File: src/rtl/otp_pkg.sv
package otp_pkg;
  localparam int REG_AW = 12;
  localparam int SR_W   = 6;
  localparam int RX_W   = 4;
  localparam int SP_W   = 12;

  localparam logic [REG_AW-1:0] OFS_CTRL = 12'h000;
  localparam logic [REG_AW-1:0] OFS_CSET = 12'h004;
  localparam logic [REG_AW-1:0] OFS_CCLR = 12'h008;
  localparam logic [REG_AW-1:0] OFS_TIME = 12'h010;
  localparam logic [REG_AW-1:0] OFS_SNS  = 12'h020;
  localparam logic [REG_AW-1:0] OFS_SDAT = 12'h030;
  localparam logic [REG_AW-1:0] OFS_PDAT = 12'h040;
  localparam logic [1:0]        SHADOW_PAGE = 2'b01;

  localparam logic [15:0] UNLOCK_KEY = 16'h3E77;
  localparam logic [31:0] TIME_MASK  = 32'h003F_FFFF;

  typedef enum logic [1:0] {PH_IDLE, PH_PRE, PH_ACT, PH_POST} phase_e;
  typedef enum logic [1:0] {ST_IDLE, ST_RUN, ST_FETCH, ST_LOAD} state_e;
  typedef enum logic [1:0] {OP_INIT, OP_SENSE, OP_PROG} op_e;
endpackage

File: src/rtl/otp_phase_timer.sv
module otp_phase_timer
  import otp_pkg::*;
#(
  parameter int CW = SP_W,
  parameter int RW = RX_W
) (
  input  logic          clk,
  input  logic          rst,
  input  logic          start,
  input  logic [CW-1:0] strobe_len,
  input  logic [RW-1:0] relax_len,
  output logic          strobe_on,
  output logic          done
);
  localparam int SW = CW + 2;

  phase_e        phase;
  logic [CW-1:0] cnt;
  logic [RW-1:0] relax_q;
  logic [CW-1:0] act_q;
  logic signed [SW-1:0] act_raw;
  logic [CW-1:0] act_len;

  // active = S - 2*(X+1) + 1 = S - 2X - 1, clamped to at least one cycle
  assign act_raw = $signed({2'b00, strobe_len})
                 - $signed({{(SW-RW-1){1'b0}}, relax_len, 1'b0})
                 - $signed(SW'(1));
  assign act_len = (act_raw < $signed(SW'(1))) ? CW'(1) : act_raw[CW-1:0];

  always_ff @(posedge clk) begin
    if (rst) begin
      phase   <= PH_IDLE;
      cnt     <= '0;
      relax_q <= '0;
      act_q   <= '0;
    end else begin
      case (phase)
        PH_IDLE: if (start) begin
          phase   <= PH_PRE;
          cnt     <= {{(CW-RW){1'b0}}, relax_len};
          relax_q <= relax_len;
          act_q   <= act_len;
        end
        PH_PRE: if (cnt == '0) begin
          phase <= PH_ACT;
          cnt   <= act_q - CW'(1);
        end else cnt <= cnt - CW'(1);
        PH_ACT: if (cnt == '0) begin
          phase <= PH_POST;
          cnt   <= {{(CW-RW){1'b0}}, relax_q};
        end else cnt <= cnt - CW'(1);
        default: if (cnt == '0) phase <= PH_IDLE;
                 else cnt <= cnt - CW'(1);
      endcase
    end
  end

  assign strobe_on = (phase == PH_ACT);
  assign done      = (phase == PH_POST) && (cnt == '0);
endmodule

File: src/rtl/otp_fuse_array.sv
module otp_fuse_array #(
  parameter int DW    = 32,
  parameter int WORDS = 16,
  parameter int AW    = $clog2(WORDS)
) (
  input  logic          clk,
  input  logic          we,
  input  logic [AW-1:0] waddr,
  input  logic [DW-1:0] wdata,
  input  logic          re,
  input  logic [AW-1:0] raddr,
  output logic [DW-1:0] rdata
);
  logic [DW-1:0] mem [WORDS];

  // unburned fuses read zero; the array is not cleared by reset
  initial begin
    for (int i = 0; i < WORDS; i++) mem[i] = '0;
  end

  always_ff @(posedge clk) begin
    if (we) mem[waddr] <= mem[waddr] | wdata;
    if (re) rdata <= mem[raddr];
  end
endmodule

File: src/rtl/otp_shadow_bank.sv
module otp_shadow_bank #(
  parameter int DW    = 32,
  parameter int WORDS = 16,
  parameter int AW    = $clog2(WORDS)
) (
  input  logic          clk,
  input  logic          rst,
  input  logic          ld_en,
  input  logic [AW-1:0] ld_addr,
  input  logic [DW-1:0] ld_data,
  input  logic          sw_en,
  input  logic [AW-1:0] sw_addr,
  input  logic [DW-1:0] sw_data,
  input  logic [AW-1:0] rd_addr,
  output logic [DW-1:0] rd_data
);
  logic [DW-1:0] word_q [WORDS];

  for (genvar g = 0; g < WORDS; g++) begin : g_word
    always_ff @(posedge clk) begin
      if (rst)                                  word_q[g] <= '0;
      else if (ld_en && ld_addr == AW'(g))      word_q[g] <= ld_data;
      else if (sw_en && sw_addr == AW'(g))      word_q[g] <= sw_data;
    end
  end

  assign rd_data = word_q[rd_addr];
endmodule

File: src/rtl/otp_fuse_ctrl.sv
module otp_fuse_ctrl
  import otp_pkg::*;
#(
  parameter int          NUM_WORDS   = 16,
  parameter int          DW          = 32,
  parameter logic [31:0] TIMING_INIT = 32'h0008_100A
) (
  input  logic              clk,
  input  logic              rst,
  input  logic              bus_wr,
  input  logic              bus_rd,
  input  logic [REG_AW-1:0] bus_addr,
  input  logic [31:0]       bus_wdata,
  output logic [31:0]       bus_rdata,
  output logic              busy,
  output logic              error,
  output logic              fuse_strobe
);
  localparam int WAW = $clog2(NUM_WORDS);
  localparam logic [WAW-1:0] LAST = WAW'(NUM_WORDS - 1);

  state_e        state;
  op_e           op;
  logic [WAW-1:0] op_addr;
  logic [DW-1:0] pdata_q;
  logic [DW-1:0] sense_q;
  logic [15:0]   unlock_q;
  logic [6:0]    addr_q;
  logic          err_q;
  logic [31:0]   tim_q;

  logic          busy_w, addr_ok, sh_hit;
  logic [7:0]    sh_idx;
  logic          sense_req, prog_req, sense_go, prog_go, err_evt;
  logic          t_done, t_strobe;
  logic [SP_W-1:0] t_len;
  logic [DW-1:0] arr_rdata, sh_rdata;
  logic          wr_ctrl, wr_cset, wr_cclr;

  assign busy_w    = (state != ST_IDLE);
  assign addr_ok   = {1'b0, addr_q} < 8'(NUM_WORDS);
  assign sh_idx    = bus_addr[9:2];
  assign sh_hit    = (bus_addr[11:10] == SHADOW_PAGE) && (bus_addr[1:0] == 2'b00)
                   && ({1'b0, sh_idx} < 9'(NUM_WORDS));
  assign wr_ctrl   = bus_wr && bus_addr == OFS_CTRL;
  assign wr_cset   = bus_wr && bus_addr == OFS_CSET;
  assign wr_cclr   = bus_wr && bus_addr == OFS_CCLR;
  assign sense_req = bus_wr && bus_addr == OFS_SNS && bus_wdata[0];
  assign prog_req  = bus_wr && bus_addr == OFS_PDAT;
  assign sense_go  = sense_req && !busy_w && addr_ok;
  assign prog_go   = prog_req && !busy_w && addr_ok && unlock_q == UNLOCK_KEY;
  assign err_evt   = (sense_req || prog_req) && !(sense_go || prog_go);
  assign t_len     = sense_go ? {{(SP_W-SR_W){1'b0}}, tim_q[21:16]} : tim_q[11:0];

  otp_phase_timer #(.CW(SP_W), .RW(RX_W)) u_timer (
    .clk(clk), .rst(rst), .start(sense_go || prog_go),
    .strobe_len(t_len), .relax_len(tim_q[15:12]),
    .strobe_on(t_strobe), .done(t_done)
  );

  otp_fuse_array #(.DW(DW), .WORDS(NUM_WORDS), .AW(WAW)) u_array (
    .clk(clk),
    .we(state == ST_RUN && t_done && op == OP_PROG),
    .waddr(op_addr), .wdata(pdata_q),
    .re(state == ST_FETCH), .raddr(op_addr), .rdata(arr_rdata)
  );

  otp_shadow_bank #(.DW(DW), .WORDS(NUM_WORDS), .AW(WAW)) u_shadow (
    .clk(clk), .rst(rst),
    .ld_en(state == ST_LOAD && op != OP_SENSE), .ld_addr(op_addr), .ld_data(arr_rdata),
    .sw_en(bus_wr && sh_hit), .sw_addr(sh_idx[WAW-1:0]), .sw_data(bus_wdata),
    .rd_addr(sh_idx[WAW-1:0]), .rd_data(sh_rdata)
  );

  // operation sequencer
  always_ff @(posedge clk) begin
    if (rst) begin
      state   <= ST_FETCH;
      op      <= OP_INIT;
      op_addr <= '0;
      pdata_q <= '0;
      sense_q <= '0;
    end else begin
      case (state)
        ST_IDLE: begin
          if (sense_go) begin
            state   <= ST_RUN;
            op      <= OP_SENSE;
            op_addr <= addr_q[WAW-1:0];
          end else if (prog_go) begin
            state   <= ST_RUN;
            op      <= OP_PROG;
            op_addr <= addr_q[WAW-1:0];
            pdata_q <= bus_wdata;
          end
        end
        ST_RUN:   if (t_done) state <= ST_FETCH;
        ST_FETCH: state <= ST_LOAD;
        default: begin
          if (op == OP_SENSE) sense_q <= arr_rdata;
          if (op == OP_INIT && op_addr != LAST) begin
            op_addr <= op_addr + WAW'(1);
            state   <= ST_FETCH;
          end else begin
            state <= ST_IDLE;
          end
        end
      endcase
    end
  end

  // control and timing registers
  always_ff @(posedge clk) begin
    if (rst) begin
      unlock_q <= '0;
      addr_q   <= '0;
      err_q    <= 1'b0;
      tim_q    <= TIMING_INIT & TIME_MASK;
    end else begin
      if (wr_ctrl) begin
        unlock_q <= bus_wdata[31:16];
        addr_q   <= bus_wdata[6:0];
      end
      if (wr_cset) begin
        unlock_q <= unlock_q | bus_wdata[31:16];
        addr_q   <= addr_q | bus_wdata[6:0];
        err_q    <= err_q | bus_wdata[9];
      end
      if (wr_cclr) begin
        unlock_q <= unlock_q & ~bus_wdata[31:16];
        addr_q   <= addr_q & ~bus_wdata[6:0];
        err_q    <= err_q & ~bus_wdata[9];
      end
      if (err_evt) err_q <= 1'b1;
      if (bus_wr && bus_addr == OFS_TIME) tim_q <= bus_wdata & TIME_MASK;
    end
  end

  // registered read port
  always_ff @(posedge clk) begin
    if (rst) begin
      bus_rdata <= '0;
    end else if (bus_rd) begin
      case (bus_addr)
        OFS_CTRL, OFS_CSET, OFS_CCLR:
                  bus_rdata <= {unlock_q, 6'b0, err_q, busy_w, 1'b0, addr_q};
        OFS_TIME: bus_rdata <= tim_q;
        OFS_SDAT: bus_rdata <= 32'(sense_q);
        default:  bus_rdata <= sh_hit ? 32'(sh_rdata) : 32'h0;
      endcase
    end
  end

  assign busy        = busy_w;
  assign error       = err_q;
  assign fuse_strobe = t_strobe;
endmodule

File: config.mk
export PLATFORM = sky130hd
export DESIGN_NAME = otp_fuse_ctrl
export DESIGN_NICKNAME = d
export VERILOG_FILES = /design/src/rtl/otp_pkg.sv /design/src/rtl/otp_phase_timer.sv /design/src/rtl/otp_fuse_array.sv /design/src/rtl/otp_shadow_bank.sv /design/src/rtl/otp_fuse_ctrl.sv
export SDC_FILE = /design/constraint.sdc
export NUM_CORES = 2
export LEC_CHECK = 0
export CAP_MARGIN = 15
export CORE_UTILIZATION = 41
export DETAILED_ROUTE_END_ITERATION = 10
export SYNTH_ARGS = -nofsm -noshare
export SYNTH_HDL_FRONTEND = slang
export SYNTH_SLANG_ARGS = --single-unit
File: constraint.sdc
create_clock -name clk -period 4.7 [get_ports clk]
set_input_delay 0.94 -clock clk [delete_from_list [all_inputs] [get_ports clk]]
set_output_delay 0.94 -clock clk [all_outputs]
set_load 0.01 [all_outputs]
==> flow_metrics.py <==
metrics = {
    "yosys": {
        "yosysTopAreaCell": "edfxtp_1",
        "synth.area.top_cells": "edfxtp_1 (58%), mux4_2 (13%), a22o_1 (8.3%)",
        "ys_types": 72,
        "yosysMostFrequentCell": "edfxtp_1",
        "synth_seq_cells": 1240,
        "synth_top_area_frac": 0.585,
        "synth_edf_count": 1056,
        "synthCells": 3480,
        "netlist_area_um2": 54200,
        "syn_nets": 3551,
        "yosysSeqAreaShare": 0.653,
        "synth_warnings": 0,
        "synthArstFlopShare": 0,
        "synth_top_cells_by_count": "edfxtp_1 (1056), a22o_1 (514), mux4_2 (320)",
        "syn-mean-instance-area_um2": 15.6,
        "ys.flop_type": "edfxtp_1",
    },
    "floorplan": {
        "dieArea_um2": 134000,
        "coreArea_um2": 131000,
        "row_count": 133,
        "start_util": 0.413,
        "fp.dieW_um": 366,
        "io_pins": 83,
        "die_y_um": 366,
    },
    "sta": {
        "period_share": 0.912,
        "slew_violations": 0,
        "fin_worst_skew_ns": 0.0235,
        "grt_setup_unrepaired": "no",
        "max_freq_ghz": 0.233,
        "tightest_slew_ns": 1.23,
        "finalSetupViolations": 0,
        "slew_headroom": 0.181,
        "fin_crit_ns": 4.29,
        "finalHoldViolCount": 0,
    },
    "global_route": {
        "overflow": 0,
        "grt_max_degree": 158,
        "grt_pass1_vias": 32600,
        "track_usage": 0.239,
        "grt_pass1_wl_um": 231000,
        "antenna_found_initial": 4,
    },
    "worst_setup_path": {
        "worstReg2RegEnd": "u_timer.act_q[6]",
        "start_kind": "register",
        "r2r_start": "state[1]",
        "cp_max_fo": 10,
        "cp_data_required_time_ns": 5.32,
        "r2r_slack_ns": 0.41,
        "arrival_ns": 4.91,
        "ff2ff_path_depth": 19,
        "cp-end-kind": "register",
        "path_class": "register to register",
    },
    "worst_hold_path": {
        "hold_path_end": "pdata_q[19]",
        "hold_path_class": "register to register",
        "holdCritStartpoint": "pdata_q[19]",
        "whs_path_depth": 2,
    },
    "cts": {
        "clk_path_buf_depth": 3,
        "clock_latency_ns": 0.78,
        "clock-sinks": 1240,
        "cts_buffers": 135,
        "cts_root_buffer": "clkbuf_16",
        "cts_tree": "yes",
        "path_clk_slew_ns": 0.06,
        "htreeDepth": 4,
        "cts_resized": 0,
        "hold_buffers": 0,
        "post_cts_buffers": 0,
    },
    "power": {
        "ir_drop_v": 0.000417,
        "powerDensity_nw_per_um2": 406,
        "p_total_mw": 25.5,
        "p_leak_nw": 18.5,
    },
    "routing": {
        "vias": 33200,
        "drt_drc_violations_left": 0,
        "firstDrtPassIters": 6,
        "ant_nets": 0,
        "via_per_inst": 6.18,
        "routed_wl_um": 159000,
        "drtIter0Drc": 3713,
        "detail_route.wl_per_cell_um": 29.6,
    },
    "placement": {
        "hpwl_um": 92800,
        "io_buffers": 82,
        "dpl-instance-area_um2": 58300,
        "gp_congestion": 0.853,
    },
    "layout": {
        "num-fill-cells": 11000,
        "drive_above_1_share": 0.236,
        "nets": 3573,
        "stdcell_area_um2": 62900,
        "area_growth_pct": 15.9,
    },
    "job": {
        "maxCapViolations": 0,
    },
    "outcome": {
        "status": "completed",
    },
}
[stage by stage]
stage                     setup TNS (ns)  setup slack [ns]  utilization  std cells  hold WS, ns
after detailed placement           -3.95            -0.395        0.444       5119        0.441
final                                  0             0.413        0.479       5374        0.450
after CTS                              0             0.415        0.479       5369        0.447
after global routing                   0             0.118        0.479       5373        0.465
after floorplan                   -20.63            -0.322            -       3480        0.427
after global placement             -4.34            -0.441        0.444       5119        0.434
[registers in the layout (all words and copies together) (netlist names), 2 cells and up, named ones only]
signal,count
addr_q,7
tim_q,22
u_timer.cnt,12
u_timer.relax_q,4
u_array.rdata,32
pdata_q,32
unlock_q,16
u_shadow.word_q,512
state,2
op,2
u_timer.act_q,12
sense_q,32
u_timer.phase,2
bus_rdata,32
op_addr,4
u_array.mem,512
[power breakdown]
part	switching, mW	internal, mW
Clock	4.52	6.32
Combinational	1.26	0.927
Sequential	0.215	12.3
Total	6.00	19.5
[per-layer routing]
metal	GRT usage	vias up	share of wire
li1	-	14000	-
met1	0.324	17300	0.40
met2	0.385	1591	0.48
met3	0.0447	301	0.082
met4	0.0850	0	0.031
met5	0	-	0
[how the worst max path moves through the flow]
| stage | from | to | slack, ns | cells after the start |
|---|---|---|---|---|
| global placement | bus_addr[11] | u_timer.act_q[4] | -0.44 | 19 |
| floorplan | bus_addr[11] | u_shadow.word_q[6][0] | -0.32 | 6 |
| finish | state[1] | u_timer.act_q[6] | 0.41 | 19 |
| CTS | state[1] | u_timer.act_q[6] | 0.42 | 19 |
| global route | state[0] | u_timer.act_q[4] | 0.12 | 19 |
| detailed placement | bus_addr[11] | u_timer.act_q[6] | -0.39 | 19 |
[worst max-delay path, cell delays in order, from the launching register on]
cell and delay [ns]:
dfxtp_1 0.33, inv_1 0.10, ha_1 0.24, nor4b_2 0.30, nand4_1 0.21, nor2_4 0.14
mux2i_1 0.09, ha_1 0.22, fa_1 0.45, nand2b_1 0.19, a21oi_2 0.15, nor2_1 0.05
or3_1 0.34, o32ai_1 0.33, nand2_1 0.11, xor2_1 0.16, nor4_1 0.29, o31a_1 0.21
buf_12 0.15, o31ai_2 0.06
[area by class of cell]
cell class	count	area [um^2]	share of cell area
tap	1755	2200	0.0349
timing repair buffer	272	2850	0.0453
sequential	1240	35400	0.563
clock buffer	184	3790	0.0602
clock inverter	66	769	0.0122
antenna	4	10.0	0.000159
inverter	21	78.8	0.00125
multi-input combinational	1832	17800	0.283
[cells in the final DEF (no fill, tap or decap), types with 7 or more instances in the layout]
cell             instances
a211o_2                  7
a211oi_1                37
a211oi_4                 9
a21oi_1                129
a221oi_1                28
a222oi_1                 7
a22o_1                 514
a22oi_1                 13
buf_12                  48
buf_4                  143
bufinv_16               11
clkbuf_1                30
clkbuf_16              138
clkbuf_8                17
clkdlybuf4s50_1         76
clkinv_1                13
clkinv_2                18
clkinv_8                 7
dfxtp_1                180
edfxtp_1              1056
ha_1                    21
inv_1                   21
mux4_2                 320
nand2_1                288
nand2b_1                11
nand3_1                 27
nor2_1                 106
nor2_4                  32
nor3_1                  42
nor4_1                   9
o21ai_0                 24
o21bai_1                24
or2_2                   38
xnor2_1                 15
xor2_1                  12
[logic make-up after synthesis]
| family | share of synthesized area |
|---|---|
| xor+xnor | 0.00436 |
| mux | 0.134 |
| compound gates | 0.124 |
| fa+ha+maj | 0.00545 |
| flops | 0.653 |
| buf+inv | 0.0290 |
| simple gates | 0.0510 |
(Power assumes the default switching activity.)
